$ cat src/rtl/qdac_pkg.sv
package qdac_pkg;
   localparam int FRAME_W = 24;
   localparam int OP_W    = 4;
   localparam int MASK_W  = 4;
   localparam int DATA_W  = 16;
   localparam int NUM_CH  = 4;

   typedef enum logic [OP_W-1:0] {
      OP_NOP     = 4'h0,
      OP_STAGE   = 4'h1,
      OP_PROMOTE = 4'h2,
      OP_DIRECT  = 4'h3,
      OP_POWER   = 4'h4,
      OP_GATE    = 4'h5,
      OP_CLEAR   = 4'h6,
      OP_REFSEL  = 4'h7,
      OP_CHAIN   = 4'h8,
      OP_PEEK    = 4'h9
   } op_e;

   typedef struct packed {
      logic [OP_W-1:0]   op;
      logic [MASK_W-1:0] mask;
      logic [DATA_W-1:0] data;
   } frame_t;
endpackage

$ cat src/rtl/qdac_sync.sv
module qdac_sync #(
   parameter int            STAGES  = 2,
   parameter int            W       = 3,
   parameter logic [W-1:0]  RST_VAL = '0
) (
   input  logic         clk,
   input  logic         rst_n,
   input  logic [W-1:0] d,
   output logic [W-1:0] q
);
   generate
      if (STAGES == 0) begin : g_bypass
         assign q = d;
      end else begin : g_chain
         logic [W-1:0] pipe [STAGES];
         always_ff @(posedge clk or negedge rst_n) begin
            if (!rst_n) begin
               for (int i = 0; i < STAGES; i++) pipe[i] <= RST_VAL;
            end else begin
               pipe[0] <= d;
               for (int i = 1; i < STAGES; i++) pipe[i] <= pipe[i-1];
            end
         end
         assign q = pipe[STAGES-1];
      end
   endgenerate
endmodule

$ cat src/rtl/qdac_frame_rx.sv
module qdac_frame_rx
   import qdac_pkg::*;
(
   input  logic   clk,
   input  logic   rst_n,
   input  logic   sclk_s,
   input  logic   csn_s,
   input  logic   mosi_s,
   output frame_t frame_q,
   output logic   commit,
   output logic   sclk_fall,
   output logic   cs_fall
);
   localparam int CNT_MAX = FRAME_W + 1;
   localparam int CNT_W   = $clog2(CNT_MAX + 1);

   logic               sclk_q, csn_q;
   logic               sclk_rise, cs_rise;
   logic [FRAME_W-1:0] shreg;
   logic [CNT_W-1:0]   count;

   assign sclk_rise = sclk_s & ~sclk_q;
   assign sclk_fall = ~sclk_s & sclk_q;
   assign cs_rise   = csn_s & ~csn_q;
   assign cs_fall   = ~csn_s & csn_q;

   always_ff @(posedge clk or negedge rst_n) begin
      if (!rst_n) begin
         sclk_q  <= 1'b0;
         csn_q   <= 1'b1;
         shreg   <= '0;
         count   <= '0;
         commit  <= 1'b0;
         frame_q <= '0;
      end else begin
         sclk_q <= sclk_s;
         csn_q  <= csn_s;
         commit <= cs_rise && (count == CNT_W'(FRAME_W));
         if (cs_rise && (count == CNT_W'(FRAME_W))) frame_q <= frame_t'(shreg);
         if (cs_fall) begin
            count <= '0;
         end else if (!csn_s && sclk_rise) begin
            shreg <= {shreg[FRAME_W-2:0], mosi_s};
            if (count != CNT_W'(CNT_MAX)) count <= count + 1'b1;
         end
      end
   end
endmodule

$ cat src/rtl/qdac_chan.sv
module qdac_chan #(
   parameter int DAC_BITS = 16
) (
   input  logic                clk,
   input  logic                rst_n,
   input  logic                clr,
   input  logic                load_stage,
   input  logic                load_live,
   input  logic                promote,
   input  logic [DAC_BITS-1:0] code,
   output logic [DAC_BITS-1:0] stage_q,
   output logic [DAC_BITS-1:0] live_q
);
   always_ff @(posedge clk or negedge rst_n) begin
      if (!rst_n) begin
         stage_q <= '0;
         live_q  <= '0;
      end else if (clr) begin
         stage_q <= '0;
         live_q  <= '0;
      end else begin
         if (load_stage) stage_q <= code;
         if (load_live)  live_q  <= code;
         else if (promote) live_q <= stage_q;
      end
   end
endmodule

$ cat src/rtl/qdac_readback.sv
module qdac_readback
   import qdac_pkg::*;
#(
   parameter int DAC_BITS = 16
) (
   input  logic                             clk,
   input  logic                             rst_n,
   input  logic                             csn_s,
   input  logic                             cs_fall,
   input  logic                             sclk_fall,
   input  logic                             arm,
   input  logic                             drop,
   input  logic [MASK_W-1:0]                mask,
   input  logic [NUM_CH-1:0][DAC_BITS-1:0]  stage_codes,
   output logic                             miso
);
   logic               pending;
   logic [MASK_W-1:0]  mask_q;
   logic [FRAME_W-1:0] sh;
   logic [DATA_W-1:0]  pick;

   always_comb begin
      pick = '0;
      for (int i = NUM_CH - 1; i >= 0; i--)
         if (mask_q[i]) pick = DATA_W'(stage_codes[i]) << (DATA_W - DAC_BITS);
   end

   always_ff @(posedge clk or negedge rst_n) begin
      if (!rst_n) begin
         pending <= 1'b0;
         mask_q  <= '0;
         sh      <= '0;
      end else begin
         if (csn_s)          sh <= '0;
         else if (cs_fall)   sh <= pending ? FRAME_W'(pick) : '0;
         else if (sclk_fall) sh <= {sh[FRAME_W-2:0], 1'b0};

         if (drop) begin
            pending <= 1'b0;
         end else if (arm) begin
            pending <= 1'b1;
            mask_q  <= mask;
         end else if (cs_fall) begin
            pending <= 1'b0;
         end
      end
   end

   assign miso = sh[FRAME_W-1];
endmodule

$ cat src/rtl/qdac_cmd_decoder.sv
module qdac_cmd_decoder
   import qdac_pkg::*;
#(
   parameter int DAC_BITS    = 16,
   parameter int SYNC_STAGES = 2
) (
   input  logic                       clk,
   input  logic                       rst_n,
   input  logic                       spi_sclk,
   input  logic                       spi_cs_n,
   input  logic                       spi_mosi,
   output logic                       spi_miso,
   output logic [NUM_CH*DAC_BITS-1:0] dac_codes,
   output logic [2*NUM_CH-1:0]        pd_modes,
   output logic                       int_ref_en
);
   generate
      if (!(DAC_BITS == 12 || DAC_BITS == 14 || DAC_BITS == 16)) begin : g_bad_res
         $error("qdac_cmd_decoder: DAC_BITS must be 12, 14 or 16");
      end
      if (SYNC_STAGES < 0 || SYNC_STAGES > 4) begin : g_bad_sync
         $error("qdac_cmd_decoder: SYNC_STAGES must be 0 to 4");
      end
      if (NUM_CH > MASK_W) begin : g_bad_ch
         $error("qdac_cmd_decoder: channel count exceeds mask width");
      end
   endgenerate

   logic [2:0] pins_s;
   logic       sclk_s, csn_s, mosi_s;
   frame_t     frame_q;
   logic       commit, sclk_fall, cs_fall;

   logic [NUM_CH-1:0][DAC_BITS-1:0] stage_codes, live_codes;
   logic [DAC_BITS-1:0]             code;
   logic                            is_stage, is_live, is_promote, is_clear;

   qdac_sync #(.STAGES(SYNC_STAGES), .W(3), .RST_VAL(3'b010)) u_sync (
      .clk   (clk),
      .rst_n (rst_n),
      .d     ({spi_sclk, spi_cs_n, spi_mosi}),
      .q     (pins_s)
   );
   assign sclk_s = pins_s[2];
   assign csn_s  = pins_s[1];
   assign mosi_s = pins_s[0];

   qdac_frame_rx u_rx (
      .clk       (clk),
      .rst_n     (rst_n),
      .sclk_s    (sclk_s),
      .csn_s     (csn_s),
      .mosi_s    (mosi_s),
      .frame_q   (frame_q),
      .commit    (commit),
      .sclk_fall (sclk_fall),
      .cs_fall   (cs_fall)
   );

   assign code       = frame_q.data[DATA_W-1 -: DAC_BITS];
   assign is_stage   = commit && (frame_q.op == OP_STAGE || frame_q.op == OP_DIRECT);
   assign is_live    = commit && (frame_q.op == OP_DIRECT);
   assign is_promote = commit && (frame_q.op == OP_PROMOTE);
   assign is_clear   = commit && (frame_q.op == OP_CLEAR);

   generate
      for (genvar ch = 0; ch < NUM_CH; ch++) begin : g_ch
         qdac_chan #(.DAC_BITS(DAC_BITS)) u_chan (
            .clk        (clk),
            .rst_n      (rst_n),
            .clr        (is_clear),
            .load_stage (is_stage && frame_q.mask[ch]),
            .load_live  (is_live && frame_q.mask[ch]),
            .promote    (is_promote && frame_q.mask[ch]),
            .code       (code),
            .stage_q    (stage_codes[ch]),
            .live_q     (live_codes[ch])
         );
         assign dac_codes[ch*DAC_BITS +: DAC_BITS] = live_codes[ch];
      end
   endgenerate

   always_ff @(posedge clk or negedge rst_n) begin
      if (!rst_n) begin
         pd_modes   <= '0;
         int_ref_en <= 1'b1;
      end else if (commit) begin
         if (frame_q.op == OP_CLEAR)  pd_modes   <= '0;
         if (frame_q.op == OP_POWER)  pd_modes   <= frame_q.data[2*NUM_CH-1:0];
         if (frame_q.op == OP_REFSEL) int_ref_en <= ~frame_q.data[0];
      end
   end

   qdac_readback #(.DAC_BITS(DAC_BITS)) u_rb (
      .clk         (clk),
      .rst_n       (rst_n),
      .csn_s       (csn_s),
      .cs_fall     (cs_fall),
      .sclk_fall   (sclk_fall),
      .arm         (commit && frame_q.op == OP_PEEK),
      .drop        (is_clear),
      .mask        (frame_q.mask),
      .stage_codes (stage_codes),
      .miso        (spi_miso)
   );
endmodule

$ cat config.mk
export PLATFORM = sky130hd
export DESIGN_NAME = qdac_cmd_decoder
export DESIGN_NICKNAME = d
export VERILOG_FILES = /design/src/rtl/qdac_pkg.sv /design/src/rtl/qdac_sync.sv /design/src/rtl/qdac_frame_rx.sv /design/src/rtl/qdac_chan.sv /design/src/rtl/qdac_readback.sv /design/src/rtl/qdac_cmd_decoder.sv
export SDC_FILE = /design/constraint.sdc
export NUM_CORES = 1
export LEC_CHECK = 0
export BUFFER_PORTS_ARGS = -buffer_cell sky130_fd_sc_hd__buf_2
export CAP_MARGIN = 20
export CELL_PAD_IN_SITES_DETAIL_PLACEMENT = 2
export CELL_PAD_IN_SITES_GLOBAL_PLACEMENT = 2
export CORE_ASPECT_RATIO = 1.5
export CORE_MARGIN = 3
export CORE_UTILIZATION = 42
export DETAILED_ROUTE_END_ITERATION = 8
export PLACE_DENSITY = 0.83
export SKIP_CTS_REPAIR_TIMING = 1
export SYNTH_ARGS = -nofsm -noshare
export SYNTH_HDL_FRONTEND = slang
export SYNTH_HIERARCHICAL = 1
export SYNTH_SLANG_ARGS = --single-unit
$ cat constraint.sdc
create_clock -name clk -period 2 [get_ports clk]
set_input_delay 0.6 -clock clk [delete_from_list [all_inputs] [get_ports clk]]
set_output_delay 0.6 -clock clk [all_outputs]
set_load 0.1 [all_outputs]
======== Yosys cells after proc, flatten, opt, wreduce, memory -nomap -nowiden ========
Index checks and enable logic that the tools add are counted.
cells by class
  add/sub/neg operators ................... 1
  equality and inequality tests ........... 9
  muxes and demuxes ....................... 36
  bitwise gates (word level) .............. 11
  reductions and logical operators ........ 39
operators with widths
  kind                   number
  $mux W16               25
  $mux W24               3
  $logic_and A1 B1 Y1    19
  $reduce_bool A3 Y1     6
  $mux W8                2
  $mux W5                3
  $reduce_bool A2 Y1     7
  $eq A4 B3 Y1 const B   3
  $reduce_and A2 Y1      5
  $eq A4 B2 Y1 const B   2
  $not A1 Y1             7
  $add A5 B1 Y5 const B  1
  $eq A5 B5 Y1 const B   1
  $ne A5 B5 Y1 const B   1
  $and A1 B1 Y1          4
  $eq A4 B1 Y1 const B   1
  $eq A4 B4 Y1 const B   1
  $mux W1                3
  $logic_not A1 Y1       1
  $logic_or A1 B1 Y1     1
storage, ports and cells
  bits in registers ....................... 228
  word-level logic and storage cells ...... 119

======== Longest topological paths before layout ========
Gate-level depths: netlist of the first run.
  depth after elaboration ................. 7
  depth in mapped cells ................... 8
  gate-level depth less buffers ........... 6

======== Modules after synthesis ========
Netlist of the first run, hierarchy kept.
by module, submodules not included
  module            instances  cells each  area each (µm²)
  qdac_chan         4          122         1530.2
  qdac_frame_rx     1          140         2223.4
  qdac_readback     1          145         1671.6
  qdac_cmd_decoder  1          60          570.5
  qdac_sync         1          9           175.2

======== Worst setup path before layout of the first run ========
Ideal clock, no wire load.
  path type ............................... register -> register
  from .................................... register u_rx.commit
  to ...................................... register u_rb.mask_q[1]
  setup time .............................. 0.125 ns
  arrival ................................. 1.618 ns
  data required time ...................... 1.875 ns
  slack ................................... 0.258 ns
  cell stages (with the launch flop) ...... 5
  buffers on the path ..................... 0
  period minus slack after synthesis ...... 1.742 ns
  path through ............................ dfrtp_1 and2b_1 and4b_1 nor2b_1 mux2_2
between the ends
  word-level cells in the longest chain between the ends .. 3
  elaborated cells on any way between the ends .. 4
  those cells by class .................... bitwise (1); reduce/logical (3)
ends and longest elaborated chain
  what                         line                    RTL
  start, declared              qdac_frame_rx.sv:10     output logic commit,
  start signal, assigned       qdac_frame_rx.sv:38     commit <= cs_rise && (count == CNT_W'(FRAME_W));
  $logic_and A1 B1 Y1          qdac_cmd_decoder.sv:64  assign is_clear = commit && (frame_q.op == OP_CLEAR);
  via is_clear                 qdac_cmd_decoder.sv:36  logic is_stage, is_live, is_promote, is_clear;
  $not A1 Y1 (no line)         n/a
  $reduce_and A2 Y1 (no line)  n/a
  end signal, assigned         qdac_readback.sv:42     mask_q <= mask;
  end, declared                qdac_readback.sv:18     logic [MASK_W-1:0] mask_q;
The timed path passes the listed nets, and every way through them passes these cells.
A chain may end at the register's enable or synchronous reset.

======== Worst setup path in the final report of the first run ========
  from .................................... register, netlist name u_rx/frame_q[23]
  to ...................................... register g_ch[1].u_chan.live_q[1]
between the ends
  word-level cells in the longest chain between the ends .. 5
  elaborated cells on any way between the ends .. 11
  those cells by class .................... eq/ne (3); mux (2); reduce/logical (6)
ends and longest elaborated chain
  what                  line                    RTL
  $eq A4 B2 Y1          qdac_cmd_decoder.sv:62  assign is_live = commit && (frame_q.op == OP_DIRECT);
  $logic_and A1 B1 Y1   qdac_cmd_decoder.sv:62
  $logic_and A1 B1 Y1   qdac_cmd_decoder.sv:73  .load_live (is_live && frame_q.mask[ch]),
  $mux W16              qdac_chan.sv:23         if (load_live) live_q <= code;
  $mux W16              qdac_chan.sv:18         end else if (clr) begin
  end signal, assigned  qdac_chan.sv:23
  end signal, assigned  qdac_chan.sv:24         else if (promote) live_q <= stage_q;
  end, declared         qdac_chan.sv:12         output logic [DAC_BITS-1:0] live_q
Several ways; a longest one is shown, not always the timed one.

==> metrics list, run 1 <==
* Outcome: finished, violations left
* Failing checks: negative setup slack
- Prior to clock tree synthesis, the placed netlist has a worst setup slack of -0.000540 ns.
* Cell row count: 71
- 0 antenna diodes ended up in the layout.
- Clock Tree Buf Depth: 3
* Count of different cell masters after synthesis: 52
- Final Max Slew Viols: 0
- The floorplan step defined a die boundary enclosing 27600 sq um.
* Inst Count DP: 1236
* Worst r2r path cells: 7
* Clock root cell: clkbuf_16
- The tightest min-delay check is of the in -> async type.
- Global router's overall resource usage: 27.9%
- Slew HR: 56.0%
- After detailed routing, the average wire length per cell comes to 32.3 microns.
- Category of the worst setup path capture point: register
- The total count of hold-check failures in the final report came to 0.
- Yosys mapped a number of flops with a built-in enable equal to 0.
- R2R Path Start: u_rx/frame_q[23]
- Arrival time at the worst endpoint: 2.57 ns
- Final setup margin: -0.174 ns
* Final-report setup violation count: 16
- Flip-flop and latch area: 5710 sq um
- Kind of start point of the critical path: register
* Worst slew pin tran: 0.660 ns
- Global-route wire length before repair: 58.0 mm
- Aggregate global routing overflow: 0
- Worst IR drop on VDD: 0.000692 V
* Count of input and output buffers: 78
* Setup repair after global routing missed its margin: true
- Summing every instance area after synthesis gives 10800 sq um.
- Final layout net count: 951
- For the worst setup path, the data required time is 2.40 ns.
* DRC violations left: 0
- Entering global routing, the biggest net connects 61 pins.
- The filler cells instantiated in the layout total 2372.
- Top_reg_cell synth: dfrtp_1
* Share of synthesized area occupied by flip-flops and latches: 53.1%
- In this run the count of I/O pins placed on the die edge is 79.
- Area growth syn-to-layout: 19.8%
* Number of DRC markers in iteration 0: 574
- The routed layout has 7901 vias.
* Syn_area_per_cell: 12.8 sq um
* Worst-path maximum fanout: 8
- The total area inside the core boundary comes to 25100 sq um.
- Cells with a size suffix above 1 make up 32.9% of the layout.
- The Yosys step of the flow raised 6 warnings.
- Insertion delay to the later sink of the worst-skew pair: 0.54 ns
- For this run, the top clock speed supported by timing is 460 MHz.
* Max-capacitance violation count: 0
- The critical path starts at u_rx/frame_q[23].
* Synthesized netlist cell count: 842
* H-tree depth: 1
- Proportion of synthesized flip-flops having asynchronous set or reset: 100%
- The congestion estimate from routability-driven global placement came to 0.774.
- Effective utilization at floorplan: 42.8%
* Post-route minimum period: 2.17 ns
- Post-detailed-routing wire length: 41.7 mm
* Die Span Y: 202 microns
- TritonCTS built the clock tree.
- In this run the remaining antenna-violating nets after routing total 0.
- Clock Pin Slew Worst Setup and Hold Paths: 0.07 ns
- TritonCTS buffer count: 24
* Average vias per placed instance: 6.13
- Of the available clock period, the critical path in the final layout requires 109%.
* Power Dens Cells: 749 nW/um^2
- From left edge to right edge, the die measures 137 microns.
* DRT Pass-1 Iters: 6
- The number of antenna violations at the first check in global routing was 0.
- Number of sinks driven by the clock tree: 228
- The multi-input combinational cells in the finished layout cover a total of 4750 sq um.
- The setup path with the least slack is of type reg -> reg.
- The number of global-route vias before repair was 8992.
* Number of storage elements in the synthesis netlist: 228
* Final HPWL from detailed placement: 23.0 mm
- Final std cells w/o fill: 1289
- The number of nets in the synthesized netlist is 850.
- Final worst clock skew: 0.0151 ns
- In this run the register-to-register setup slack is -0.17 ns.
- Cell leakage power: 5.90 nW
registers in the layout, indices dropped and copies added, names as in the netlist:
signal / flops
u_rb/mask_q: 4
u_rx/shreg: 24
u_rb/sh: 24
pd_modes: 8
u_rx/frame_q: 24
u_rx/commit: 1
u_sync/g_chain.pipe: 3
g_ch.u_chan/live_q: 64
int_ref_en: 1
u_sync/q: 3
u_rb/pending: 1
u_rx/sclk_q: 1
g_ch.u_chan/stage_q: 64
u_rx/csn_q: 1
u_rx/count: 5
report_power, final:
part | internal [mW] | leakage [nW] | switching [mW]
registers | 4.66 | 3.15 | 0.0520
logic | 0.0834 | 2.35 | 0.170
clock network | 2.66 | 0.402 | 2.04
cells in the mapped netlist (9+ instances only):
cell type,number,area share (%)
mux2i_1,151,14
nand2_1,16,0.56
dfrtp_1,224,52
a221oi_2,10,1.4
o21ai_0,10,0.47
buf_6,15,1.6
buf_2,16,0.74
o32ai_1,14,1.1
buf_4,14,0.98
a211oi_2,40,4.7
a211oi_1,24,1.7
nor2b_1,67,3.9
nor2_1,76,2.7
nand2b_1,11,0.64
inv_1,9,0.31
clkbuf_1,11,0.38
mux2_1,23,2.4
and2_1,12,0.70
o22ai_1,15,0.87
mux2_2,28,2.9
per-layer routing:
| layer | vias up | part of all wire (%) | wire, microns | track usage, % |
|---|---|---|---|---|
| li1 | 3226 | - | - | - |
| met1 | 4262 | 38 | 15600 | 32.1 |
| met2 | 266 | 53 | 21900 | 48.9 |
| met3 | 147 | 3.4 | 1410 | 3.31 |
| met4 | 0 | 6.5 | 2710 | 17.0 |
| met5 | - | 0 | 0 | 0 |
final timing paths:
kind,to
min in group clk,u_sync/g_chain.pipe[4]
max in group asynchronous,int_ref_en
worst min-delay path,g_ch[2].u_chan/stage_q[10]
worst min register to register,u_sync/q[0]
worst max-delay path,g_ch[1].u_chan/live_q[1]
worst max register to register,g_ch[1].u_chan/live_q[1]
cell type report:
| type | instances | area share, % |
|---|---|---|
| well taps | 328 | 3.18 |
| repair buffers | 134 | 9.16 |
| flip-flops and latches | 228 | 44.3 |
| multi-input cells | 545 | 36.9 |
| inverters | 10 | 0.291 |
| clock inverters | 4 | 0.155 |
| clock buffers | 40 | 6.06 |
cell families after synthesis:
family	count (synthesis)	share of synthesized area, %
adder cells (fa/ha/maj)	3	0.349
buffers and inverters	70	4.77
AND/OR/NAND/NOR	207	10.8
AO/OA/AOI/OAI	132	11.6
multiplexers	202	19.4
flip-flops	228	53.1
layout by cell type (no fill, tap or decap), drive strengths merged, types with 14 or more instances in the layout:
cell / Yosys / layout
a221oi: 15 / 15
a211oi: 64 / 64
mux2: 51 / 51
nor2b: 68 / 68
dfrtp: 224 / 224
nor2: 77 / 78
buf: 49 / 121
clkbuf: 11 / 53
nand2: 17 / 17
o32ai: 14 / 14
o22ai: 15 / 15
mux2i: 151 / 151
critical path: stages (launching register included):
cell	delay, ns
dfrtp_1	0.43
nand2b_4	0.20
nor4b_4	0.29
buf_4	0.19
and2_4	0.20
clkbuf_16	0.18
mux2i_1	0.12
a211oi_1	0.41
stage by stage:
stage / hold WS (ns) / setup TNS, ns / power, mW / instance area [sq um] / utilization (%)
3_3_place_gp: 0.340 / 0 / 5.02 / 11700 / 46.6
4_1_cts: 0.0241 / -1.26 / 9.68 / 12500 / 49.8
5_1_grt: 0.0306 / -4.55 / 9.94 / 12900 / 51.3
3_5_place_dp: 0.347 / -0.000540 / 5.04 / 11700 / 46.6
6_report: 0.00523 / -0.574 / 9.66 / 12900 / 51.3
2_1_floorplan: 0.304 / 0 / 4.87 / 10800 / -
Note: power is estimated with default switching activity, not from simulation.
==> run 2, diff against run 1 <==
--- a/config.mk
+++ b/config.mk
@@ -13,7 +13,7 @@
 export CORE_MARGIN = 3
 export CORE_UTILIZATION = 42
 export DETAILED_ROUTE_END_ITERATION = 8
-export PLACE_DENSITY = 0.83
+export PLACE_DENSITY_LB_ADDON = 0.1
 export SKIP_CTS_REPAIR_TIMING = 1
 export SYNTH_ARGS = -nofsm -noshare
 export SYNTH_HDL_FRONTEND = slang
==> run 2 against run 1 <==
The flow finishes with violations (negative hold slack). Sequential share of layout area shrank 0.27 points. Clock power shrank 4%. Utilization grew 0.30 points. Sequential cell count is the same. Non-clock buffer count is the same. Via count shrank 7.6%. Largest cell class unchanged. First-iteration DRC count shrank 48%. Critical path depth is the same. Power shrank 2.4%. Maximum frequency grew 9.1%.
==> metrics list, run 2 (synthesis results as in run 1) <==
* Cell row count: 71 (unchanged)
* Clock Tree Buf Depth: 3 (unchanged)
- The wire length of the first global-routing pass was 50.9 mm (-12%).
- The post-layout net count was 950 (-0.11%).
- Final hold slack: -0.00492 ns (-0.0102 ns)
* Largest net degree at the start of global routing: 55 (-9.8%)
- The ratio of cells with drive above 1 in the final layout was 32.8% (-0.072 points).
* Kind of start point of the critical path: register
- The power consumption was 9.43 mW (-2.4%).
- The final estimated routing congestion in global placement is 0.774 (about the same).
* Count of input and output buffers: 78 (unchanged)
* Min-delay worst type: in -> async
- The post-layout minimum cycle time is 1.99 ns (-0.182 ns).
* Slowest stage cell, crit path: dfrtp_1
- The die width came to 137 microns (unchanged).
- Final Max Slew Viols: 0 (unchanged)
* Diodes inserted: 0 (unchanged)
- The final-report setup violation count is 0 (-16).
- Walking the worst path, the cells encountered are nand2b_2 > nor4b_4 > buf_4 > and2_4 > buf_12 > mux2i_1 > a211oi_1.
* Required time at the endpoint of the critical path: 2.40 ns (about the same)
- The leftover overflow at the end of global routing came to 0 (unchanged).
- The clock transition at the registers of the reported paths came to 0.06 ns (about the same).
- Top library cells by usage in the layout, fill and taps aside: 224 x dfrtp_1, 125 x mux2i_1, 76 x nor2_1, 65 x nor2b_1, 55 x buf_2
- Top Family by Delay on Critical Path: simple AND/OR/NAND/NOR gates
- The library cell used most frequently in the layout, excluding fill and tap cells, is dfrtp_1.
* WS Path Type: reg -> reg
- The placeable core region came to 25100 sq um (unchanged).
- The violation count after the first detailed-routing iteration was 299 (-48%).
- Worst path bufs/invs: 2 (unchanged)
* Final Cycle Share: 99.6% (-9.1 points)
- The total via count in the routed design was 7300 (-7.6%).
- Initial antenna violation count: 0 (unchanged)
* Insertion delay to the later sink of the worst-skew pair: 0.51 ns (-0.03 ns)
- The power density over the cells is 727 nW/um^2 (-3.0%).
- Worst slew pin tran: 0.590 ns (-0.0702 ns)
* H-tree depth: 1 (unchanged)
- The biggest cell delay along the critical path was 0.42 ns (about the same).
- Setup repair after global routing missed its margin: true
* Global router's overall resource usage: 24.0% (-4.0 points)
- The worst setup path is captured at a register.
* Average vias per placed instance: 5.68 (-7.3%)
* Arrival time at the worst endpoint: 2.39 ns (-0.18 ns)
- Final hold violations: 4 (+4)
- The run finished, with violations left.
- Area growth syn-to-layout: 20.6%
- Die Span Y: 202 microns (unchanged)
* Final worst clock skew: 0.0127 ns (-0.00243 ns)
* Number of inserted filler cells in the final layout: 2372 (unchanged)
- The number of max-cap violations was 0 (unchanged).
- The final reports fail on negative hold slack.
- The number of antenna-violating nets in the routed design is 0 (unchanged).
- The wire length per cell came to 26.6 microns (-18%).
- Clock tree synthesis selected as its root buffer the cell clkbuf_16.
- The post-route core utilization came to 51.6% (+0.30 points).
- The area of the die was 27600 sq um (unchanged).
* Slew HR: 60.7% (+4.7 points)
- Cell leakage power: 5.86 nW (-0.62%)
- DRC violations left: 0 (unchanged)
- CTS tree: yes
- DRT Pass-1 Iters: 4 (-2)
- Timing-limited maximum frequency: 502 MHz (+9.1%)
* Biggest regs: g_ch.u_chan/live_q (64), g_ch.u_chan/stage_q (64)
- TritonCTS buffer count: 23 (-4.2%)
- The clock sink count is 228 (unchanged).
- The number of global-route vias before repair came to 8367 (-7.0%).
- Post-detailed-routing wire length: 34.1 mm (-18%)
* Worst IR drop on VDD: 0.000720 V (+4.1%)
- The maximum fanout along the worst path came to 8 (unchanged).
- Number of top-level pins: 79 (unchanged)
- Effective utilization at floorplan: 42.8% (unchanged)
- Final HPWL from detailed placement: 22.1 mm (-3.6%)
[run 2: changes by cell type in the layout (fill, tap and decap cells not counted), sizes merged]
cell | previous run | this run
clkinvlp | 0 | 5
inv | 10 | 8
clkinv | 4 | 5
buf | 121 | 110
bufinv | 0 | 3
[run 2: final cells by class]
type / count / area, sq um / share of cell area [%]
flip-flops and latches: 228 / 5710 / 44.0
clock buffers: 29 / 638 / 4.92
well taps: 328 / 410 / 3.16
clock inverters: 11 / 138 / 1.06
inverters: 10 / 45.0 / 0.347
multi-input cells: 545 / 4870 / 37.5
repair buffers: 134 / 1170 / 8.99
[run 2: routing by layer]
| metal | track usage [%] | up-vias | routed length, microns |
|---|---|---|---|
| li1 | - | 3236 | - |
| met1 | 27.7 | 3908 | 13000 |
| met2 | 46.7 | 107 | 19500 |
| met3 | 2.59 | 49 | 835 |
| met4 | 5.12 | 0 | 789 |
| met5 | 0 | - | 0 |
[run 2: metrics by stage]
stage	hold slack (ns)	TNS [ns]	instance area, sq um	cells	worst slack, ns
after floorplan	0.304	0	10800	842	0.258
after global placement	0.346	0	11700	1233	0.0449
after detailed placement	0.336	-0.293	11700	1233	-0.0790
after CTS	-0.00369	-0.931	12400	1273	-0.115
after global routing	0.0129	-2.92	13000	1285	-0.162
final	-0.00492	0	13000	1285	0.00748
[run 2: worst register-to-register path: cells and delay by family (launching register included)]
family	cells	cell delay, ns
AOI/OAI and AO/OA	1	0.31
buffers and inverters	2	0.34
DFF	1	0.42
muxes	1	0.12
and+or+nand+nor	3	0.70
[run 2: power by group]
group / internal, mW / switching (mW)
Clock: 2.64 / 1.85
Combinational: 0.0806 / 0.155
Sequential: 4.66 / 0.0453
[run 2: final timing paths]
path	from	to	slack (ns)	depth (start not counted)
max in group asynchronous	rst_n	g_ch[0].u_chan/stage_q[5]	1.32	2
setup reg to reg	u_rx/frame_q[23]	g_ch[2].u_chan/live_q[1]	0.007	7
hold / removal	rst_n	g_ch[2].u_chan/stage_q[12]	-0.005	1
hold reg to reg	u_sync/g_chain.pipe[5]	u_sync/q[2]	0.35	0
setup / recovery	u_rx/frame_q[23]	g_ch[2].u_chan/live_q[1]	0.007	7
min in group clk	spi_mosi	u_sync/g_chain.pipe[3]	0.19	1
